### src/rtl/bcg_pkg.sv
package bcg_pkg;

   // Burst length codes. Their values are part of the port contract.
   localparam logic [2:0] LEN_1    = 3'd0;
   localparam logic [2:0] LEN_2    = 3'd1;
   localparam logic [2:0] LEN_4    = 3'd2;
   localparam logic [2:0] LEN_8    = 3'd3;
   localparam logic [2:0] LEN_PAGE = 3'd7;

   typedef enum logic {
      ORD_INC = 1'b0,
      ORD_XOR = 1'b1
   } wrap_order_e;

   // Settings captured for the burst that is running.
   typedef struct packed {
      logic        whole_row;
      wrap_order_e order;
   } burst_cfg_t;

endpackage

### src/rtl/bcg_len_decode.sv
module bcg_len_decode
   import bcg_pkg::*;
#(
   parameter int COL_W          = 8,
   parameter bit ALLOW_XOR_WRAP = 1'b1
) (
   input  logic [2:0]       len_code,
   input  logic             order_sel,
   input  logic             is_write,
   input  logic             single_wr,
   output logic [COL_W-1:0] wrap_mask,
   output burst_cfg_t       cfg
);

   logic             force_single;
   logic [COL_W-1:0] mask_raw;
   logic             page_raw;

   assign force_single = single_wr & is_write;

   always_comb begin
      page_raw = 1'b0;
      mask_raw = '0;
      unique case (len_code)
         LEN_2:    mask_raw = COL_W'(1);
         LEN_4:    mask_raw = COL_W'(3);
         LEN_8:    mask_raw = COL_W'(7);
         LEN_PAGE: begin
            mask_raw = '1;
            page_raw = 1'b1;
         end
         default:  mask_raw = '0;
      endcase
   end

   assign wrap_mask     = force_single ? '0 : mask_raw;
   assign cfg.whole_row = page_raw & ~force_single;

   generate
      if (ALLOW_XOR_WRAP) begin : g_xor_on
         // A whole-row burst always increments.
         assign cfg.order = (order_sel && !cfg.whole_row) ? ORD_XOR : ORD_INC;
      end else begin : g_xor_off
         assign cfg.order = ORD_INC;
      end
   endgenerate

endmodule

### src/rtl/bcg_addr_map.sv
module bcg_addr_map
   import bcg_pkg::*;
#(
   parameter int COL_W          = 8,
   parameter bit ALLOW_XOR_WRAP = 1'b1
) (
   input  logic [COL_W-1:0] base_col,
   input  logic [COL_W-1:0] beat_idx,
   input  logic [COL_W-1:0] wrap_mask,
   input  wrap_order_e      order,
   output logic [COL_W-1:0] col
);

   logic [COL_W-1:0] fixed_part;
   logic [COL_W-1:0] inc_part;

   assign fixed_part = base_col & ~wrap_mask;
   assign inc_part   = (base_col + beat_idx) & wrap_mask;

   generate
      if (ALLOW_XOR_WRAP) begin : g_both
         logic [COL_W-1:0] xor_part;
         assign xor_part = (base_col ^ beat_idx) & wrap_mask;
         assign col = fixed_part | ((order == ORD_XOR) ? xor_part : inc_part);
      end else begin : g_inc_only
         assign col = fixed_part | inc_part;
      end
   endgenerate

endmodule

### src/rtl/bcg_sequencer.sv
module bcg_sequencer
   import bcg_pkg::*;
#(
   parameter int COL_W          = 8,
   parameter bit ALLOW_XOR_WRAP = 1'b1
) (
   input  logic             clk,
   input  logic             rst_n,
   input  logic             start,
   input  logic             stop,
   input  logic [COL_W-1:0] start_col,
   input  logic [COL_W-1:0] new_mask,
   input  burst_cfg_t       new_cfg,
   output logic [COL_W-1:0] col_q,
   output logic             valid_q,
   output logic             last_q
);

   logic [COL_W-1:0] base_q;
   logic [COL_W-1:0] mask_q;
   logic [COL_W-1:0] idx_q;
   burst_cfg_t       cfg_q;

   logic [COL_W-1:0] sel_base;
   logic [COL_W-1:0] sel_idx;
   logic [COL_W-1:0] sel_mask;
   burst_cfg_t       sel_cfg;
   logic [COL_W-1:0] next_col;
   logic             next_last;
   logic             advance;

   // A start loads fresh settings; otherwise the running burst steps on.
   always_comb begin
      if (start) begin
         sel_base = start_col;
         sel_idx  = '0;
         sel_mask = new_mask;
         sel_cfg  = new_cfg;
      end else begin
         sel_base = base_q;
         sel_idx  = idx_q + COL_W'(1);
         sel_mask = mask_q;
         sel_cfg  = cfg_q;
      end
   end

   assign next_last = ~sel_cfg.whole_row & (sel_idx == sel_mask);
   assign advance   = valid_q & ~last_q & ~stop;

   bcg_addr_map #(
      .COL_W          (COL_W),
      .ALLOW_XOR_WRAP (ALLOW_XOR_WRAP)
   ) u_map (
      .base_col  (sel_base),
      .beat_idx  (sel_idx),
      .wrap_mask (sel_mask),
      .order     (sel_cfg.order),
      .col       (next_col)
   );

   always_ff @(posedge clk or negedge rst_n) begin
      if (!rst_n) begin
         base_q  <= '0;
         mask_q  <= '0;
         idx_q   <= '0;
         cfg_q   <= '0;
         col_q   <= '0;
         valid_q <= 1'b0;
         last_q  <= 1'b0;
      end else if (start) begin
         base_q  <= start_col;
         mask_q  <= new_mask;
         cfg_q   <= new_cfg;
         idx_q   <= '0;
         col_q   <= next_col;
         valid_q <= 1'b1;
         last_q  <= next_last;
      end else if (advance) begin
         idx_q   <= sel_idx;
         col_q   <= next_col;
         last_q  <= next_last;
      end else begin
         valid_q <= 1'b0;
         last_q  <= 1'b0;
      end
   end

endmodule

### src/rtl/burst_col_gen.sv
module burst_col_gen
   import bcg_pkg::*;
#(
   parameter int COL_W          = 8,
   parameter bit ALLOW_XOR_WRAP = 1'b1
) (
   input  logic             clk,
   input  logic             rst_n,
   input  logic             start_i,
   input  logic [COL_W-1:0] start_col_i,
   input  logic [2:0]       len_code_i,
   input  logic             order_i,
   input  logic             is_write_i,
   input  logic             single_wr_i,
   input  logic             stop_i,
   output logic [COL_W-1:0] col_o,
   output logic             valid_o,
   output logic             last_o
);

   localparam int MAX_WIN_BITS = 3;
   localparam int MAX_COL_W    = 16;

   generate
      if (COL_W < MAX_WIN_BITS) begin : g_chk_narrow
         $error("burst_col_gen: COL_W must cover an 8-beat window");
      end
      if (COL_W > MAX_COL_W) begin : g_chk_wide
         $error("burst_col_gen: COL_W above supported range");
      end
   endgenerate

   logic [COL_W-1:0] dec_mask;
   burst_cfg_t       dec_cfg;

   bcg_len_decode #(
      .COL_W          (COL_W),
      .ALLOW_XOR_WRAP (ALLOW_XOR_WRAP)
   ) u_dec (
      .len_code  (len_code_i),
      .order_sel (order_i),
      .is_write  (is_write_i),
      .single_wr (single_wr_i),
      .wrap_mask (dec_mask),
      .cfg       (dec_cfg)
   );

   bcg_sequencer #(
      .COL_W          (COL_W),
      .ALLOW_XOR_WRAP (ALLOW_XOR_WRAP)
   ) u_seq (
      .clk       (clk),
      .rst_n     (rst_n),
      .start     (start_i),
      .stop      (stop_i),
      .start_col (start_col_i),
      .new_mask  (dec_mask),
      .new_cfg   (dec_cfg),
      .col_q     (col_o),
      .valid_q   (valid_o),
      .last_q    (last_o)
   );

endmodule

### config.mk
export PLATFORM = sky130hd
export DESIGN_NAME = burst_col_gen
export DESIGN_NICKNAME = d
export VERILOG_FILES = /design/src/rtl/bcg_pkg.sv /design/src/rtl/bcg_len_decode.sv /design/src/rtl/bcg_addr_map.sv /design/src/rtl/bcg_sequencer.sv /design/src/rtl/burst_col_gen.sv
export SDC_FILE = /design/constraint.sdc
export NUM_CORES = 1
export LEC_CHECK = 0
export ABC_AREA = 1
export ABC_CLOCK_PERIOD_IN_PS = 6500
export BUFFER_PORTS_ARGS = -buffer_cell sky130_fd_sc_hd__buf_2
export CAP_MARGIN = 20
export CORE_ASPECT_RATIO = 0.9
export CORE_UTILIZATION = 58
export CTS_CLUSTER_DIAMETER = 30
export DETAILED_ROUTE_END_ITERATION = 7
export PLACE_DENSITY = 0.8
export SLEW_MARGIN = 20
export SYNTH_ARGS = -nofsm -noshare
export SYNTH_HDL_FRONTEND = slang
export SYNTH_SLANG_ARGS = --single-unit
### constraint.sdc
create_clock -name clk -period 6.5 [get_ports clk]
set_clock_uncertainty 0.1 [all_clocks]
set_input_delay 0.325 -clock clk [delete_from_list [all_inputs] [get_ports clk]]
set_output_delay 0.325 -clock clk [all_outputs]
set_load 0.03 [all_outputs]
; Yosys cells after proc, flatten, opt, wreduce, memory -nomap -nowiden
; Cells that the tools add are included.
[word_totals]
elab_cells = 51
regBits = 36
in_bits = 18
[classes]
n_addsub = 2
bitwise = 15
mux = 17
eq_ne = 6
reduce_logical = 3
[op_table]
columns = operator, count
row1 = 8-bit 2-to-1 mux, 9
row2 = 8-bit one-hot mux with 4 select lines, 1
row3 = 8-bit AND, 3
row4 = 8-bit by 1-bit adder with 8-bit output (second input constant), 1
row5 = 8-bit adder, 1
row6 = 8-bit equality test, 1
row7 = 8-bit inverter, 1
row8 = 8-bit OR, 1
row9 = 8-bit XOR, 1
row10 = 3-bit by 2-bit equality test with 1-bit output (second input constant), 2
row11 = 1-bit 2-to-1 mux, 6
row12 = 1-bit AND, 5
row13 = 1-bit inverter, 4
row14 = 3-bit by 1-bit equality test with 1-bit output (second input constant), 1
row15 = 3-bit equality test (second input constant), 1
row16 = 2-bit 2-to-1 mux, 1
row17 = 2-bit != test (second input constant), 1
row18 = 2-bit nonzero test, 1
row19 = 1-bit logical AND, 1
row20 = 1-bit logical NOT, 1

; Logic depth before layout (Yosys ltp)
[logic_depth]
depth_word = 11
depth_mapped = 18

; Cells and area by module
; Synthesis repeated with hierarchy kept, for this count alone.
[hier_totals]
cells_unflattened = 330
area_unflattened_um2 = 2298.5
[modules_own_cells]
columns = module, instances, area_per_inst_um2, seq_area_each_um2, cells_each
row1 = bcg_sequencer, 1, 1761.7, 900.9, 233
row2 = bcg_addr_map, 1, 437.9, 0.0, 78
row3 = bcg_len_decode, 1, 98.8, 0.0, 19

; Least setup slack after synthesis
; OpenSTA, ideal clock, no wires.
[synth_timing]
path_kind = register to register
start = register u_seq.idx_q[0]
end = register u_seq.col_q[7]
n_path_buf = 0
period_less_slack_ns = 2.184
required_time_ns = 6.283
setup_ns = 0.117
stages_incl_launch_ff = 18
slack_ns = 4.316
arrival_time_ns = 1.966
path_cell_list = dfrtp_1 -> ha_1 -> nand2_1 -> nor2_1 -> nand3_1 -> nand3_1 -> inv_1 -> ha_1 -> nand2_1 -> inv_1 -> a21oi_1 -> nand2_1 -> nand2_1 -> nand2_1 -> nand3_1 -> nand2_1 -> nand3_1 -> nand2_1
[synth_between]
elab_chain_len = 8
word_cells_on_any_way = 10
[synth_rtl]
columns = element, line_no
row1 = from (decl), bcg_sequencer.sv:21  ; logic [COL_W-1:0] idx_q;
row2 = from (signal assigned), bcg_sequencer.sv:79  ; idx_q <= sel_idx;
row3 = 8-bit by 1-bit adder with 8-bit output (*), bcg_sequencer.sv:41  ; sel_idx = idx_q + COL_W'(1);
row4 = 8-bit 2-to-1 mux (*), bcg_sequencer.sv:34  ; if (start) begin
row5 = 8-bit adder or 8-bit XOR (tied branches), "bcg_addr_map.sv:18, bcg_addr_map.sv:23"
row6 = "8-bit AND, on equally long branches", "bcg_addr_map.sv:18, bcg_addr_map.sv:23"
row7 = 8-bit 2-to-1 mux (*), bcg_addr_map.sv:24  ; assign col = fixed_part | ((order == ORD_XOR) ? xor_part : inc_part);
row8 = 8-bit OR (*), bcg_addr_map.sv:24
row9 = 8-bit 2-to-1 mux, bcg_sequencer.sv:78  ; end else if (advance) begin
row10 = 8-bit 2-to-1 mux (*), bcg_sequencer.sv:70  ; end else if (start) begin
row11 = to (signal assigned), bcg_sequencer.sv:75  ; col_q <= next_col;
row12 = to (signal assigned), bcg_sequencer.sv:80  ; col_q <= next_col;
row13 = to (decl), bcg_sequencer.sv:14  ; output logic [COL_W-1:0] col_q,
; Every way passes the cells marked *; elsewhere a longest branch is shown, timed or not. The select of a mux whose other input is x is not followed.
; A chain may end at the register's enable or synchronous reset.

; Worst setup path after layout
; Ends and elaborated chain as after synthesis.

==> summary.txt <==
Run status
  – Status: completed

STA
  – Final Hold Fails: 0
  – Worst slew pin tran: ~0.80 ns
  – Final setup viols: 0
  – Relative slew slack: 0.464
  – Max frequency: ~390 MHz
  – Period minus WS final: between 2 and 3 ns
  – RSZ-0062 raised after global routing: no
  – Hold Slack: around 0.018 ns
  – Slew Limit Fails: 0
  – Setup TNS: 0 ns
  – Final period utilization: 0.394

Critical path
  – Crit Path Max Fanout: 4
  – Crit-path slowest cell: dfrtp_1
  – CP Data Arrival Time: between 2 and 3 ns
  – CP startpoint kind: flip-flop
  – Slowest stage delay, CP: around 0.41 ns
  – Worst-path cell chain: ha_1, nand2_1, nor2_1, nand2_1, nand2_1, nand3_1, inv_1, ha_1, nand2_1, inv_1, a21oi_1, nand2_1, nand2_1, nand2_1, nand3_1, nand2_1, nand3_1, nand2_1
  – CP endpoint kind: flip-flop
  – Crit Path Category: flip-flop to flip-flop
  – Critical Path RT: between 6 and 7 ns
  – CP dominant cell by count: nand2_1

CTS
  – TritonCTS clock tree: built
  – Clock Tree Buf Depth: 2
  – Post-cts resize count: 0
  – Hold bufs inserted after CTS: 0
  – CTS Sinks: 36
  – Num CTS Buffers: 5
  – Htree depth: 2
  – Clock-pin slew on the worst setup and hold paths: 0.06 ns
  – Clock root cell: clkbuf_8
  – Clock Latency Late Sink: 0.29 ns
  – Post-CTS Setup Inserts: 0

Power and ir drop
  – Max IR drop VDD: between 150 and 200 uV
  – PwrDens: roughly 240 nW/um^2
  – Pleak: approximately 1.3 nW

Layout
  – Most common cell after layout, fill and taps aside: nand2_1
  – Layout cell share with drive strength beyond 1: 0.151
  – Nets@finish: around 330
  – Diodes inserted: 0
  – Commonest cells after routing, fill and taps aside: 77 x nand2_1, 36 x dfrtp_1, 34 x inv_1
  – Fillers: 297
  – Area delta synth->final: 11.3%

Floorplan
  – Initial Util: 0.612
  – Total die area: 3810 um^2
  – Die Wd: 64.9 um
  – Die Y-Extent: 58.6 um
  – Boundary pin count: 28
  – Cell Rows: 20
  – Core Region: 3380 um^2

GRT
  – Largest net degree at the start of global routing: 37
  – Antenna violations before repair: 0
  – Total track usage: 0.273
  – First-pass GRT wire length: between 7000 and 8000 um
  – Overflow after GRT: 0
  – Vias in the first global route: ~1600

Logic synthesis
  – Most area-hungry cell type in the Yosys netlist: dfrtp_1
  – Top post-synthesis cells by area: dfrtp_1 44%, nand2_1 14%, inv_1 6.2%, nand3_1 5.1%, ha_1 4.8%
  – Seq/Total Area, Yosys: 0.436
  – Synth top area share: 0.436
  – Syn Area/Cell: roughly 7.6 um^2
  – Post-Syn Area: approximately 2100 um^2
  – Post-synth EDFFs: 0
  – Synth cell types: 31
  – Ys Warns: 0
  – Fraction of synthesis flops using an asynchronous set or reset pin: 1.00
  – Most common flop cell mapped by yosys: dfrtp_1
  – Syn Nets: between 200 and 300
  – Yosys reg bits: 36
  – Cells after synthesis: 271

Route
  – Final WL: 4620 um
  – Via-per-instance ratio: around 5.3
  – Router iterations before antenna repair: 4
  – Final antenna-violating net count: 0
  – Wire per inst: 13.5 um
  – Vias: approximately 1800
  – # DRC: 0
  – Drt initial violations: 149

Worst hold path
  – HP Class: primary input to asynchronous set/reset pin

Placement
  – Port Buf Inserts: 27
  – DP HPWL: ~3300 um
  – Routability cong.: between 0.8 and 0.9

Run
  – Maxcap violations: 0
-- layer usage --
layer | up-vias | GRT usage | wire [um]
li1 | 909 | - | -
met1 | 837 | 0.378 | 2170
met2 | 69 | 0.409 | 2030
met3 | 10 | 0.0678 | 313
met4 | 0 | 0.117 | 101
met5 | - | 0 | 0
-- layout make-up --
class	instances	area, um^2	area share
inverters	40	150	0.0653
flip-flops and latches	36	901	0.392
multi-input cells	190	990	0.430
repair buffers	27	135	0.0588
clock buffers	5	68.8	0.0299
well taps	44	55.1	0.0239
-- cell usage after synthesis (4+ instances only) --
| cell type | instances |
|---|---|
| inv_1 | 34 |
| xnor2_1 | 4 |
| ha_1 | 8 |
| nand3_1 | 21 |
| o21ai_1 | 6 |
| inv_2 | 6 |
| xor2_1 | 4 |
| dfrtp_1 | 36 |
| nor2_1 | 19 |
| a21oi_1 | 13 |
| nand2_1 | 77 |
| o21ai_0 | 15 |
-- worst paths after layout --
check / startpoint / end / slack [ns] / cells past startpoint
hold / removal: rst_n / u_seq.base_q[0]$_DFF_PN0_ / 0.02 / 1
max in group asynchronous: rst_n / u_seq.mask_q[1]$_DFF_PN0_ / 5.78 / 1
setup / recovery: u_seq.idx_q[0]$_DFFE_PN0P_ / u_seq.col_q[7]$_DFFE_PN0P_ / 3.94 / 18
hold reg to reg: u_seq.col_q[6]$_DFFE_PN0P_ / u_seq.col_q[6]$_DFFE_PN0P_ / 0.37 / 2
min in group clk: start_col_i[0] / u_seq.base_q[0]$_DFF_PN0_ / 0.20 / 3
setup reg to reg: u_seq.idx_q[0]$_DFFE_PN0P_ / u_seq.col_q[7]$_DFFE_PN0P_ / 3.94 / 18
-- critical path, delay by kind of cell (launching register included) --
kind	cells	cell delay [ns]
simple gates	13	1.11
fa+ha+maj	2	0.47
flops	1	0.41
buf+inv	2	0.19
compound gates	1	0.17
-- flip-flops by register name (all words and copies together) (netlist names) --
name / flops
u_seq.valid_q: 1
u_seq.idx_q: 8
u_seq.last_q: 1
u_seq.mask_q: 8
u_seq.base_q: 8
u_seq.col_q: 8
u_seq.cfg_q: 2
-- through the flow --
step,instance area (um^2),setup WS [ns],total power [W],utilization,cells
after floorplan,2070,4.32,0.000362,-,271
after global placement,2230,3.90,0.000401,0.660,337
after detailed placement,2230,3.81,0.000405,0.660,337
after CTS,2300,3.97,0.000546,0.681,342
after global routing,2300,3.60,0.000573,0.681,342
final,2300,3.94,0.000544,0.681,342
-- report_power, final --
group          total, W  switching, W  internal [W]
Clock          0.000142     0.0000731     0.0000690
Sequential     0.000259     0.0000115      0.000247
Combinational  0.000143     0.0000968     0.0000463
-- kinds of logic after synthesis --
group / count (synthesis) / share of synthesized area
AO/OA/AOI/OAI: 39 / 0.0999
multiplexers: 3 / 0.0145
flip-flops: 36 / 0.436
XOR/XNOR: 8 / 0.0339
adder cells (fa/ha/maj): 9 / 0.0581
buffers and inverters: 45 / 0.0853
AND/OR/NAND/NOR: 131 / 0.272
No activity file was read; power rests on OpenSTA's default activity.
